$ cat src/rtl/trap_pkg.sv
package trap_pkg;
  typedef enum logic [1:0] {
    CODE_IRQ = 2'b00,
    CODE_BAD = 2'b01,
    CODE_OVF = 2'b10,
    CODE_SYS = 2'b11
  } trap_code_e;

  // Position of each enable bit within the live mask nibble
  localparam int MASK_IRQ = 3;
  localparam int MASK_BAD = 2;
  localparam int MASK_OVF = 1;
  localparam int MASK_SYS = 0;

  // Priority slots, index 0 is the most urgent
  localparam int SLOT_OVF = 0;
  localparam int SLOT_BAD = 1;
  localparam int SLOT_SYS = 2;
  localparam int SLOT_IRQ = 3;
  localparam int NUM_SRC  = 4;
endpackage

$ cat src/rtl/trap_prio.sv
module trap_prio #(
  parameter int N = 4
) (
  input  logic [N-1:0] req_i,
  output logic [N-1:0] grant_o,
  output logic         any_o
);
  always_comb begin
    logic found;
    found   = 1'b0;
    grant_o = '0;
    for (int i = 0; i < N; i++) begin
      if (req_i[i] && !found) begin
        grant_o[i] = 1'b1;
        found      = 1'b1;
      end
    end
    any_o = found;
  end
endmodule

$ cat src/rtl/trap_csr.sv
module trap_csr
  import trap_pkg::*;
#(
  parameter int XLEN = 32,
  parameter int AW   = 5,
  parameter int NIB  = 4,
  parameter logic [AW-1:0]   ADDR_MASK  = 5'd12,
  parameter logic [AW-1:0]   ADDR_WHY   = 5'd13,
  parameter logic [AW-1:0]   ADDR_SAVE  = 5'd14,
  parameter logic [XLEN-1:0] MASK_RESET = 32'h0000_000F
) (
  input  logic            clk,
  input  logic            rst_n,
  input  logic            take_i,
  input  trap_code_e      code_i,
  input  logic [XLEN-1:0] pc_i,
  input  logic            ret_i,
  input  logic            we_i,
  input  logic [AW-1:0]   addr_i,
  input  logic [XLEN-1:0] wdata_i,
  output logic [XLEN-1:0] rdata_o,
  output logic [XLEN-1:0] mask_o,
  output logic [XLEN-1:0] save_o
);
  localparam int CW = 2;

  logic [XLEN-1:0] mask_q, mask_d;
  logic [XLEN-1:0] save_q, save_d;
  logic [CW-1:0]   why_q,  why_d;
  logic            mask_en, save_en, why_en;
  logic            wr_ok;

  assign wr_ok = we_i && !take_i;

  always_comb begin
    mask_en = 1'b0;
    mask_d  = mask_q;
    if (take_i) begin
      mask_en = 1'b1;
      mask_d  = mask_q << NIB;
    end else if (ret_i) begin
      mask_en = 1'b1;
      mask_d  = mask_q >> NIB;
    end else if (wr_ok && addr_i == ADDR_MASK) begin
      mask_en = 1'b1;
      mask_d  = wdata_i;
    end
  end

  always_comb begin
    save_en = 1'b0;
    save_d  = save_q;
    if (take_i) begin
      save_en = 1'b1;
      save_d  = pc_i;
    end else if (wr_ok && addr_i == ADDR_SAVE) begin
      save_en = 1'b1;
      save_d  = wdata_i;
    end
  end

  always_comb begin
    why_en = 1'b0;
    why_d  = why_q;
    if (take_i) begin
      why_en = 1'b1;
      why_d  = code_i;
    end else if (wr_ok && addr_i == ADDR_WHY) begin
      why_en = 1'b1;
      why_d  = wdata_i[CW-1:0];
    end
  end

  always_ff @(posedge clk or negedge rst_n) begin
    if (!rst_n)       mask_q <= MASK_RESET;
    else if (mask_en) mask_q <= mask_d;
  end

  always_ff @(posedge clk or negedge rst_n) begin
    if (!rst_n)       save_q <= '0;
    else if (save_en) save_q <= save_d;
  end

  always_ff @(posedge clk or negedge rst_n) begin
    if (!rst_n)      why_q <= '0;
    else if (why_en) why_q <= why_d;
  end

  always_comb begin
    rdata_o = '0;
    if (addr_i == ADDR_MASK)      rdata_o = mask_q;
    else if (addr_i == ADDR_WHY)  rdata_o = {{(XLEN-CW){1'b0}}, why_q};
    else if (addr_i == ADDR_SAVE) rdata_o = save_q;
  end

  assign mask_o = mask_q;
  assign save_o = save_q;
endmodule

$ cat src/rtl/trap_unit.sv
module trap_unit
  import trap_pkg::*;
#(
  parameter int XLEN = 32,
  parameter int AW   = 5,
  parameter logic [XLEN-1:0] VECTOR = 32'h0000_0004
) (
  input  logic            clk,
  input  logic            rst_n,
  input  logic [XLEN-1:0] pc_i,
  input  logic            step_done_i,
  input  logic            ovf_i,
  input  logic            bad_op_i,
  input  logic            sys_i,
  input  logic            irq_i,
  input  logic            eret_i,
  input  logic            csr_we_i,
  input  logic [AW-1:0]   csr_addr_i,
  input  logic [XLEN-1:0] csr_wdata_i,
  output logic [XLEN-1:0] csr_rdata_o,
  output logic            redirect_o,
  output logic [XLEN-1:0] target_o,
  output logic            iack_o
);
  logic [XLEN-1:0]    mask_w, save_w;
  logic [NUM_SRC-1:0] req_w, grant_w;
  logic               take_w, ret_w;
  trap_code_e         code_w;

  always_comb begin
    req_w           = '0;
    req_w[SLOT_OVF] = ovf_i    && mask_w[MASK_OVF];
    req_w[SLOT_BAD] = bad_op_i && mask_w[MASK_BAD];
    req_w[SLOT_SYS] = sys_i    && mask_w[MASK_SYS];
    req_w[SLOT_IRQ] = irq_i    && step_done_i && mask_w[MASK_IRQ];
  end

  trap_prio #(.N(NUM_SRC)) u_prio (
    .req_i   (req_w),
    .grant_o (grant_w),
    .any_o   (take_w)
  );

  always_comb begin
    code_w = CODE_IRQ;
    if (grant_w[SLOT_OVF])      code_w = CODE_OVF;
    else if (grant_w[SLOT_BAD]) code_w = CODE_BAD;
    else if (grant_w[SLOT_SYS]) code_w = CODE_SYS;
  end

  assign ret_w = eret_i && !take_w;

  trap_csr #(.XLEN(XLEN), .AW(AW)) u_csr (
    .clk     (clk),
    .rst_n   (rst_n),
    .take_i  (take_w),
    .code_i  (code_w),
    .pc_i    (pc_i),
    .ret_i   (ret_w),
    .we_i    (csr_we_i),
    .addr_i  (csr_addr_i),
    .wdata_i (csr_wdata_i),
    .rdata_o (csr_rdata_o),
    .mask_o  (mask_w),
    .save_o  (save_w)
  );

  assign redirect_o = take_w || ret_w;
  assign target_o   = take_w ? VECTOR : save_w;
  assign iack_o     = grant_w[SLOT_IRQ];
endmodule

$ cat config.mk
export PLATFORM = sky130hd
export DESIGN_NAME = trap_unit
export DESIGN_NICKNAME = d
export VERILOG_FILES = /design/src/rtl/trap_pkg.sv /design/src/rtl/trap_prio.sv /design/src/rtl/trap_csr.sv /design/src/rtl/trap_unit.sv
export SDC_FILE = /design/constraint.sdc
export NUM_CORES = 1
export LEC_CHECK = 0
export BUFFER_PORTS_ARGS = -buffer_cell sky130_fd_sc_hd__buf_2
export CAP_MARGIN = 40
export CORE_UTILIZATION = 50
export DETAILED_ROUTE_END_ITERATION = 16
export PLACE_DENSITY = 0.85
export SYNTH_ARGS = -nofsm -noshare
export SYNTH_HDL_FRONTEND = slang
export SYNTH_SLANG_ARGS = --single-unit
$ cat constraint.sdc
create_clock -name clk -period 3 [get_ports clk]
set_input_delay 0.15 -clock clk [delete_from_list [all_inputs] [get_ports clk]]
set_output_delay 0.15 -clock clk [all_outputs]
set_load 0.03 [all_outputs]
==> flow_summary.html, run 1 <==
<table>
<tr><th>Metric</th><th>Value</th></tr>
<tr><th colspan="2">Status</th></tr>
<tr><td>Outcome</td><td>finished, final reports clean</td></tr>
<tr><th colspan="2">Timing</th></tr>
<tr><td>Fin crit period</td><td>2530 ps</td></tr>
<tr><td>Final clock period utilization by the worst path</td><td>0.843</td></tr>
<tr><td>Remaining max-slew budget at the tightest pin</td><td>0.412</td></tr>
<tr><td>Final setup vio count</td><td>0</td></tr>
<tr><td>Achievable Freq</td><td>0.395 GHz</td></tr>
<tr><td>Slew at the pin closest to its max-slew limit</td><td>882 ps</td></tr>
<tr><td>Hold violation total from the final report</td><td>0</td></tr>
<tr><td>Setup total negative slack</td><td>0 ps</td></tr>
<tr><td>Number of slew-limit violations in the final report</td><td>0</td></tr>
<tr><td>Final Skew</td><td>9.24 ps</td></tr>
<tr><td>Unrepaired setup endpoints after global routing</td><td>false</td></tr>
<tr><th colspan="2">CTS</th></tr>
<tr><td>Root buffer selected by CTS</td><td>clkbuf_8</td></tr>
<tr><td>Clock sinks</td><td>66</td></tr>
<tr><td>Clock buffer count from CTS</td><td>9</td></tr>
<tr><td>Clock tree from TritonCTS</td><td>built</td></tr>
<tr><td>Worst-skew pair later-pin latency</td><td>350 ps</td></tr>
<tr><td>Post-CTS Resized</td><td>0</td></tr>
<tr><td>Setup repair bufs after CTS</td><td>0</td></tr>
<tr><td>Hold buffers post-CTS</td><td>17</td></tr>
<tr><td>Deepest clock path buffer count</td><td>2</td></tr>
<tr><td>Clock transition at path regs</td><td>70 ps</td></tr>
<tr><td>Count of H-tree levels built during CTS</td><td>3</td></tr>
<tr><th colspan="2">Global route</th></tr>
<tr><td>Grt met3 use</td><td>0.0421</td></tr>
<tr><td>Fraction of met2 tracks used by global routing</td><td>0.458</td></tr>
<tr><td>Met1 Resource Use GR</td><td>0.326</td></tr>
<tr><td>Most congested layer reported by global routing</td><td>met2</td></tr>
<tr><td>Maximum number of pins on one net before global-route repair</td><td>69</td></tr>
<tr><td>First-pass GRT wire length</td><td>17,700 um</td></tr>
<tr><td>Grt total ovfl</td><td>0</td></tr>
<tr><td>Total routing usage reported by global routing</td><td>0.263</td></tr>
<tr><td>Antenna violations before repair</td><td>0</td></tr>
<tr><td>Vias in the first global route</td><td>3,542</td></tr>
<tr><th colspan="2">Synthesis</th></tr>
<tr><td>Portion of the post-synthesis area used by sequential elements</td><td>0.390</td></tr>
<tr><td>Area fraction in and, or, nand and nor cells after synthesis</td><td>0.128</td></tr>
<tr><td>Fraction of the mapped netlist area in compound gates</td><td>0.131</td></tr>
<tr><td>Post-Synthesis Cells</td><td>394</td></tr>
<tr><td>Post-Synthesis Cell Area</td><td>4240 um2</td></tr>
<tr><td>Number of flops mapped to enable cells by yosys</td><td>0</td></tr>
<tr><td>Post-synth net total</td><td>472</td></tr>
<tr><td>Adder and majority gate portion of the synthesized area</td><td>0</td></tr>
<tr><td>Proportion of synthesized area in mux cells</td><td>0.300</td></tr>
<tr><td>Combinational family with the most area after synthesis</td><td>multiplexers</td></tr>
<tr><td>Number of warning messages in the yosys log</td><td>0</td></tr>
<tr><td>Register bit total from synthesis</td><td>66</td></tr>
<tr><td>Xor and xnor fraction of the mapped netlist area</td><td>0</td></tr>
<tr><td>Fraction of registers with async set/reset</td><td>1.00</td></tr>
<tr><td>Number of distinct library cell variants in the gate-level netlist after synthesis</td><td>35</td></tr>
<tr><td>Ys flop type</td><td>dfrtp_1</td></tr>
<tr><td>Synth Area per Inst</td><td>10.8 um2</td></tr>
<tr><th colspan="2">Placement</th></tr>
<tr><td>Final weighted congestion in routability-driven placement</td><td>0.838</td></tr>
<tr><td>Buffers added on ports</td><td>143</td></tr>
<tr><td>Total half-perimeter wirelength after legalization and detailed placement</td><td>7450 um</td></tr>
<tr><th colspan="2">Floorplan</th></tr>
<tr><td>Die Y-Extent</td><td>94.1 um</td></tr>
<tr><td>Core Area</td><td>8220 um2</td></tr>
<tr><td>Starting utilization of the core area</td><td>0.517</td></tr>
<tr><td># IOs</td><td>144</td></tr>
<tr><td>Width of the chip</td><td>94.1 um</td></tr>
<tr><td>Total die area</td><td>8860 um2</td></tr>
<tr><td>Standard-cell rows</td><td>33</td></tr>
<tr><th colspan="2">Route</th></tr>
<tr><td>Number of detailed-routing iterations run before antenna repair</td><td>4</td></tr>
<tr><td>Wire length per cell</td><td>17.3 um</td></tr>
<tr><td>Via count normalized by instance count</td><td>5.55</td></tr>
<tr><td>Number of design-rule violations left by the first detailed-router iteration</td><td>159</td></tr>
<tr><td>Routed vias</td><td>3,612</td></tr>
<tr><td>Total detailed-routing wirelength</td><td>11,200 um</td></tr>
<tr><td>Number of remaining DRC errors</td><td>0</td></tr>
<tr><td>Detail Route Antenna Nets</td><td>0</td></tr>
<tr><th colspan="2">Layout</th></tr>
<tr><td>Total Nets Final</td><td>619</td></tr>
<tr><td>Most frequent standard cell in the layout excluding fill and tap cells</td><td>buf_2</td></tr>
<tr><td>Synthesis-to-layout area growth</td><td>27.3%</td></tr>
<tr><td>Antenna cells</td><td>0</td></tr>
<tr><td>Fraction of final layout cells sized beyond drive strength 1</td><td>0.434</td></tr>
<tr><td>Most frequent cells in the layout</td><td>buf_2, dfrtp_1, mux2i_1</td></tr>
<tr><th colspan="2">Power and ir drop</th></tr>
<tr><td>VDD IR-drop max</td><td>0.615 mV</td></tr>
<tr><td>Total design power</td><td>5.32 mW</td></tr>
<tr><td>Total power per unit cell area</td><td>984 nW/um2</td></tr>
<tr><td>Leakage power figure</td><td>2.90 nW</td></tr>
<tr><th colspan="2">Setup path</th></tr>
<tr><td>Data required time of the critical path</td><td>2850 ps</td></tr>
<tr><td>Endpoint kind of the worst setup timing path</td><td>output pin</td></tr>
<tr><td>Type of element launching the critical path</td><td>register</td></tr>
<tr><td>CP Max Fanout</td><td>51</td></tr>
<tr><td>Arrival @ worst endpoint</td><td>2380 ps</td></tr>
<tr><td>Crit path kind</td><td>reg -&gt; out</td></tr>
<tr><th colspan="2">Run</th></tr>
<tr><td>Maximum Capacitance Violations</td><td>0</td></tr>
<tr><th colspan="2">Hold path</th></tr>
<tr><td>Worst hold path type</td><td>in -&gt; reg</td></tr>
</table>
final timing paths:
| kind | start | end | slack [ps] | cells after the start |
|---|---|---|---|---|
| worst min-delay path | pc_i[15] | u_csr.save_o[15]$_DFFE_PN0P_ | 6 | 3 |
| worst max-delay path | u_csr.mask_o[0]$_DFFE_PN1P_ | target_o[21] | 470 | 5 |
| worst max register to register | u_csr.mask_o[0]$_DFFE_PN1P_ | u_csr.mask_o[24]$_DFFE_PN0P_ | 820 | 5 |
| min in group asynchronous | rst_n | u_csr.save_o[2]$_DFFE_PN0P_ | 200 | 3 |
| max in group asynchronous | rst_n | u_csr.mask_o[1]$_DFFE_PN1P_ | 2230 | 4 |
| worst min register to register | u_csr.mask_o[31]$_DFFE_PN0P_ | u_csr.mask_o[31]$_DFFE_PN0P_ | 540 | 1 |
cells in the mapped netlist, drive strengths merged (2+ instances only):
master	count	area, um2
a22oi	3	36.3
dfrtp	62	1550
and2	31	194
and3b	2	17.5
o2bb2ai	2	17.5
clkbuf	17	63.8
a22o	30	263
buf	15	129
inv	5	18.8
mux2	58	694
nor2b	4	25.0
dfstp	4	105
mux2i	58	581
nand4b	3	26.3
nand3	7	52.6
nand2	41	156
nor2	5	18.8
a2bb2oi	2	17.5
o21ai	34	170
nand2b	3	18.8
metrics by stage:
| stage | area (um2) | instances | hold slack, ps | util | setup WS, ps |
|---|---|---|---|---|---|
| after global routing | 5400 | 651 | 9.38 | 0.658 | 350 |
| after floorplan | 4240 | 394 | -146 | - | 1160 |
| final | 5400 | 651 | 6.01 | 0.658 | 471 |
| after detailed placement | 4980 | 618 | 33.3 | 0.606 | 849 |
| after CTS | 5400 | 651 | 1.60 | 0.658 | 478 |
| after global placement | 4950 | 617 | 351 | 0.603 | 904 |
power by group:
part           total (mW)  leakage, nW  switching (mW)  internal (mW)
Combinational        2.57         1.98            1.42           1.14
Clock               0.954        0.129           0.359          0.595
Sequential           1.80        0.793           0.436           1.36
critical path, cell delays in order (launching register included):
cell	delay [ps]
dfstp_2	410
a22oi_4	300
and3_4	670
buf_4	310
and2_1	140
buf_2	180
state kept, by name, summed over array words and instances, names as in the netlist:
name	flops
u_csr.why_q	2
u_csr.save_o	32
u_csr.mask_o	32
cell type report:
type | instances | area, um2
Clock inverter | 5 | 100
Clock buffer | 11 | 151
Sequential cell | 66 | 1660
Timing Repair Buffer | 168 | 966
Inverter | 5 | 18.8
Fill cell | 653 | 2810
Tap cell | 105 | 131
Multi-Input combinational cell | 291 | 2380
cells by family (layout without fill, tap and decap cells):
| kind of cell | Yosys count | in the layout |
|---|---|---|
| AO/OA/AOI/OAI | 76 | 76 |
| flip-flops | 66 | 66 |
| multiplexers | 116 | 116 |
| AND/OR/NAND/NOR | 99 | 99 |
| buffers and inverters | 37 | 189 |
per-layer routing:
metal,vias to the layer above,wire length [um]
met2,125,5540
met1,1766,4930
met5,-,0
met3,14,593
met4,0,168
li1,1707,-
Note: power is estimated with default switching activity, not from simulation.
==> run 2, diff against run 1 <==
==> constraint.sdc (replaced) <==
create_clock -name clk -period 2.4 [get_ports clk]
set_input_delay 0.12 -clock clk [delete_from_list [all_inputs] [get_ports clk]]
set_output_delay 0.12 -clock clk [all_outputs]
set_load 0.03 [all_outputs]
==> flow_summary.html, run 2 (synthesis gave the netlist of run 1 again) <==
<table>
<tr><th>Metric</th><th>Value</th></tr>
<tr><th colspan="2">Timing</th></tr>
<tr><td>Fin crit period</td><td>2260 ps</td></tr>
<tr><td>Remaining max-slew budget at the tightest pin</td><td>0.534 (+0.122)</td></tr>
<tr><td>Slew at the pin closest to its max-slew limit</td><td>699 ps (-183 ps)</td></tr>
<tr><td>Final Skew</td><td>10.0 ps (+0.814 ps)</td></tr>
<tr><td>Number of slew-limit violations in the final report</td><td>0 (unchanged)</td></tr>
<tr><td>Setup total negative slack</td><td>0 ps (unchanged)</td></tr>
<tr><td>Final clock period utilization by the worst path</td><td>0.941</td></tr>
<tr><td>Unrepaired setup endpoints after global routing</td><td>false</td></tr>
<tr><td>Achievable Freq</td><td>0.443 GHz</td></tr>
<tr><td>Final setup vio count</td><td>0 (unchanged)</td></tr>
<tr><td>Hold violation total from the final report</td><td>0 (unchanged)</td></tr>
<tr><th colspan="2">Placement</th></tr>
<tr><td>Final weighted congestion in routability-driven placement</td><td>0.847 (+1.1%)</td></tr>
<tr><td>Total half-perimeter wirelength after legalization and detailed placement</td><td>8060 um (+8.2%)</td></tr>
<tr><td>Buffers added on ports</td><td>143 (unchanged)</td></tr>
<tr><td>Cell count after placement</td><td>623 (+0.81%)</td></tr>
<tr><th colspan="2">CTS</th></tr>
<tr><td>Clock sinks</td><td>66 (unchanged)</td></tr>
<tr><td>Count of H-tree levels built during CTS</td><td>3 (unchanged)</td></tr>
<tr><td>Setup repair bufs after CTS</td><td>0 (unchanged)</td></tr>
<tr><td>Hold buffers post-CTS</td><td>30 (+13)</td></tr>
<tr><td>Root buffer selected by CTS</td><td>clkbuf_8</td></tr>
<tr><td>Clock tree from TritonCTS</td><td>built</td></tr>
<tr><td>Clock transition at path regs</td><td>70 ps (about the same)</td></tr>
<tr><td>Worst-skew pair later-pin latency</td><td>350 ps (about the same)</td></tr>
<tr><td>Post-CTS Resized</td><td>0 (unchanged)</td></tr>
<tr><td>Deepest clock path buffer count</td><td>2 (unchanged)</td></tr>
<tr><td>Clock buffer count from CTS</td><td>9 (unchanged)</td></tr>
<tr><th colspan="2">Layout</th></tr>
<tr><td>FILL cells</td><td>621 (-4.9%)</td></tr>
<tr><td>Post-Layout Cell Count</td><td>669 (+2.8%)</td></tr>
<tr><td>Total Nets Final</td><td>637 (+2.9%)</td></tr>
<tr><td>Synthesis-to-layout area growth</td><td>29.7%</td></tr>
<tr><td>Most frequent cells in the layout</td><td>buf_2, dfrtp_1, mux2i_1</td></tr>
<tr><td>Most frequent standard cell in the layout excluding fill and tap cells</td><td>buf_2</td></tr>
<tr><td>Fraction of final layout cells sized beyond drive strength 1</td><td>0.426 (-0.00853)</td></tr>
<tr><td>Antenna cells</td><td>0 (unchanged)</td></tr>
<tr><th colspan="2">Route</th></tr>
<tr><td>Number of detailed-routing iterations run before antenna repair</td><td>4 (unchanged)</td></tr>
<tr><td>Number of remaining DRC errors</td><td>0 (unchanged)</td></tr>
<tr><td>Number of design-rule violations left by the first detailed-router iteration</td><td>204 (+28%)</td></tr>
<tr><td>Routed vias</td><td>3,767 (+4.3%)</td></tr>
<tr><td>Via count normalized by instance count</td><td>5.63 (+1.5%)</td></tr>
<tr><td>Total detailed-routing wirelength</td><td>11,700 um (+4.5%)</td></tr>
<tr><td>Wire length per cell</td><td>17.5 um (+1.7%)</td></tr>
<tr><td>Detail Route Antenna Nets</td><td>0 (unchanged)</td></tr>
<tr><th colspan="2">Floorplan</th></tr>
<tr><td>Starting utilization of the core area</td><td>0.517 (unchanged)</td></tr>
<tr><td>Core Area</td><td>8220 um2 (unchanged)</td></tr>
<tr><td>Width of the chip</td><td>94.1 um (unchanged)</td></tr>
<tr><td>Die Y-Extent</td><td>94.1 um (unchanged)</td></tr>
<tr><td># IOs</td><td>144 (unchanged)</td></tr>
<tr><td>Total die area</td><td>8860 um2 (unchanged)</td></tr>
<tr><td>Standard-cell rows</td><td>33 (unchanged)</td></tr>
<tr><th colspan="2">Setup path</th></tr>
<tr><td>Worst setup slack for register-to-register paths</td><td>290 ps (-530 ps)</td></tr>
<tr><td>Data required time of the critical path</td><td>2280 ps (-570 ps)</td></tr>
<tr><td>Type of element launching the critical path</td><td>register</td></tr>
<tr><td>Arrival @ worst endpoint</td><td>2140 ps (-240 ps)</td></tr>
<tr><td>Endpoint kind of the worst setup timing path</td><td>output pin</td></tr>
<tr><td>Crit path kind</td><td>reg -&gt; out</td></tr>
<tr><td>CP Max Fanout</td><td>24 (-53%)</td></tr>
<tr><th colspan="2">Status</th></tr>
<tr><td>Outcome</td><td>finished, final reports clean</td></tr>
<tr><th colspan="2">Global route</th></tr>
<tr><td>Maximum number of pins on one net before global-route repair</td><td>69 (unchanged)</td></tr>
<tr><td>First-pass GRT wire length</td><td>18,600 um (+5.2%)</td></tr>
<tr><td>Grt total ovfl</td><td>0 (unchanged)</td></tr>
<tr><td>Vias in the first global route</td><td>3,826 (+8.0%)</td></tr>
<tr><td>Total routing usage reported by global routing</td><td>0.274 (+0.0113)</td></tr>
<tr><td>Antenna violations before repair</td><td>0 (unchanged)</td></tr>
<tr><th colspan="2">Power and ir drop</th></tr>
<tr><td>Total power per unit cell area</td><td>1170 nW/um2 (+18%)</td></tr>
<tr><td>Leakage power figure</td><td>2.95 nW (+1.6%)</td></tr>
<tr><td>VDD IR-drop max</td><td>0.960 mV (+56%)</td></tr>
<tr><th colspan="2">Hold path</th></tr>
<tr><td>Worst hold path type</td><td>in -&gt; reg</td></tr>
<tr><th colspan="2">Run</th></tr>
<tr><td>Maximum Capacitance Violations</td><td>0 (unchanged)</td></tr>
</table>
## run 2: cell types whose count changed in the layout (fill, tap and decap cells not counted)
cell,change
buf_12,+2
buf_16,-1
buf_4,+4
bufinv_16,-3
clkbuf_1,+2
clkbuf_8,+1
dlygate4sd3_1,+13
## run 2: critical path, stage by stage, from the launching register on
cell     delay, ps
dfstp_2        410
a22oi_4        310
and3_4         450
buf_4          260
and2_1         170
buf_2          200
## run 2: layer usage
| layer | track usage | part of all wire | vias to the layer above |
|---|---|---|---|
| li1 | - | - | 1756 |
| met1 | 0.344 | 0.41 | 1819 |
| met2 | 0.465 | 0.51 | 168 |
| met3 | 0.0445 | 0.066 | 24 |
| met4 | 0.114 | 0.019 | 0 |
| met5 | 0 | 0 | - |
## run 2: final timing paths
path | startpoint | end | depth (start not counted)
worst max-delay path | u_csr.mask_o[0]$_DFFE_PN1P_ | target_o[14] | 5
worst min-delay path | pc_i[0] | u_csr.save_o[0]$_DFFE_PN0P_ | 3
worst max register to register | u_csr.mask_o[0]$_DFFE_PN1P_ | u_csr.mask_o[17]$_DFFE_PN0P_ | 5
worst min register to register | u_csr.mask_o[30]$_DFFE_PN0P_ | u_csr.mask_o[30]$_DFFE_PN0P_ | 1
max in group asynchronous | rst_n | u_csr.mask_o[1]$_DFFE_PN1P_ | 3
min in group asynchronous | rst_n | u_csr.why_q[0]$_DFFE_PN0P_ | 2
## run 2: final cells by class
type	instances	area (um2)	area share
inverters	5	18.8	0.00341
multi-input cells	291	2380	0.432
clock inverters	2	10.0	0.00182
repair buffers	186	1140	0.207
well taps	105	131	0.0239
flip-flops and latches	66	1660	0.301
clock buffers	14	173	0.0314
## run 2: power by group
group	internal, mW	total, mW	switching (mW)
Clock	0.458	0.876	0.418
Sequential	1.70	2.24	0.538
Combinational	1.49	3.30	1.82
Total	3.64	6.42	2.77
## run 2: stage by stage
step	instance area (um2)	total power [mW]	setup WS (ps)	hold slack (ps)	utilization
floorplan	4240	4.65	559	-176	-
global placement	5020	5.37	387	197	0.611
CTS	5510	6.43	142	5.39	0.670
global route	5510	6.81	68.8	41.0	0.670
detailed placement	5020	5.51	325	208	0.611
finish	5510	6.42	141	20.2	0.670
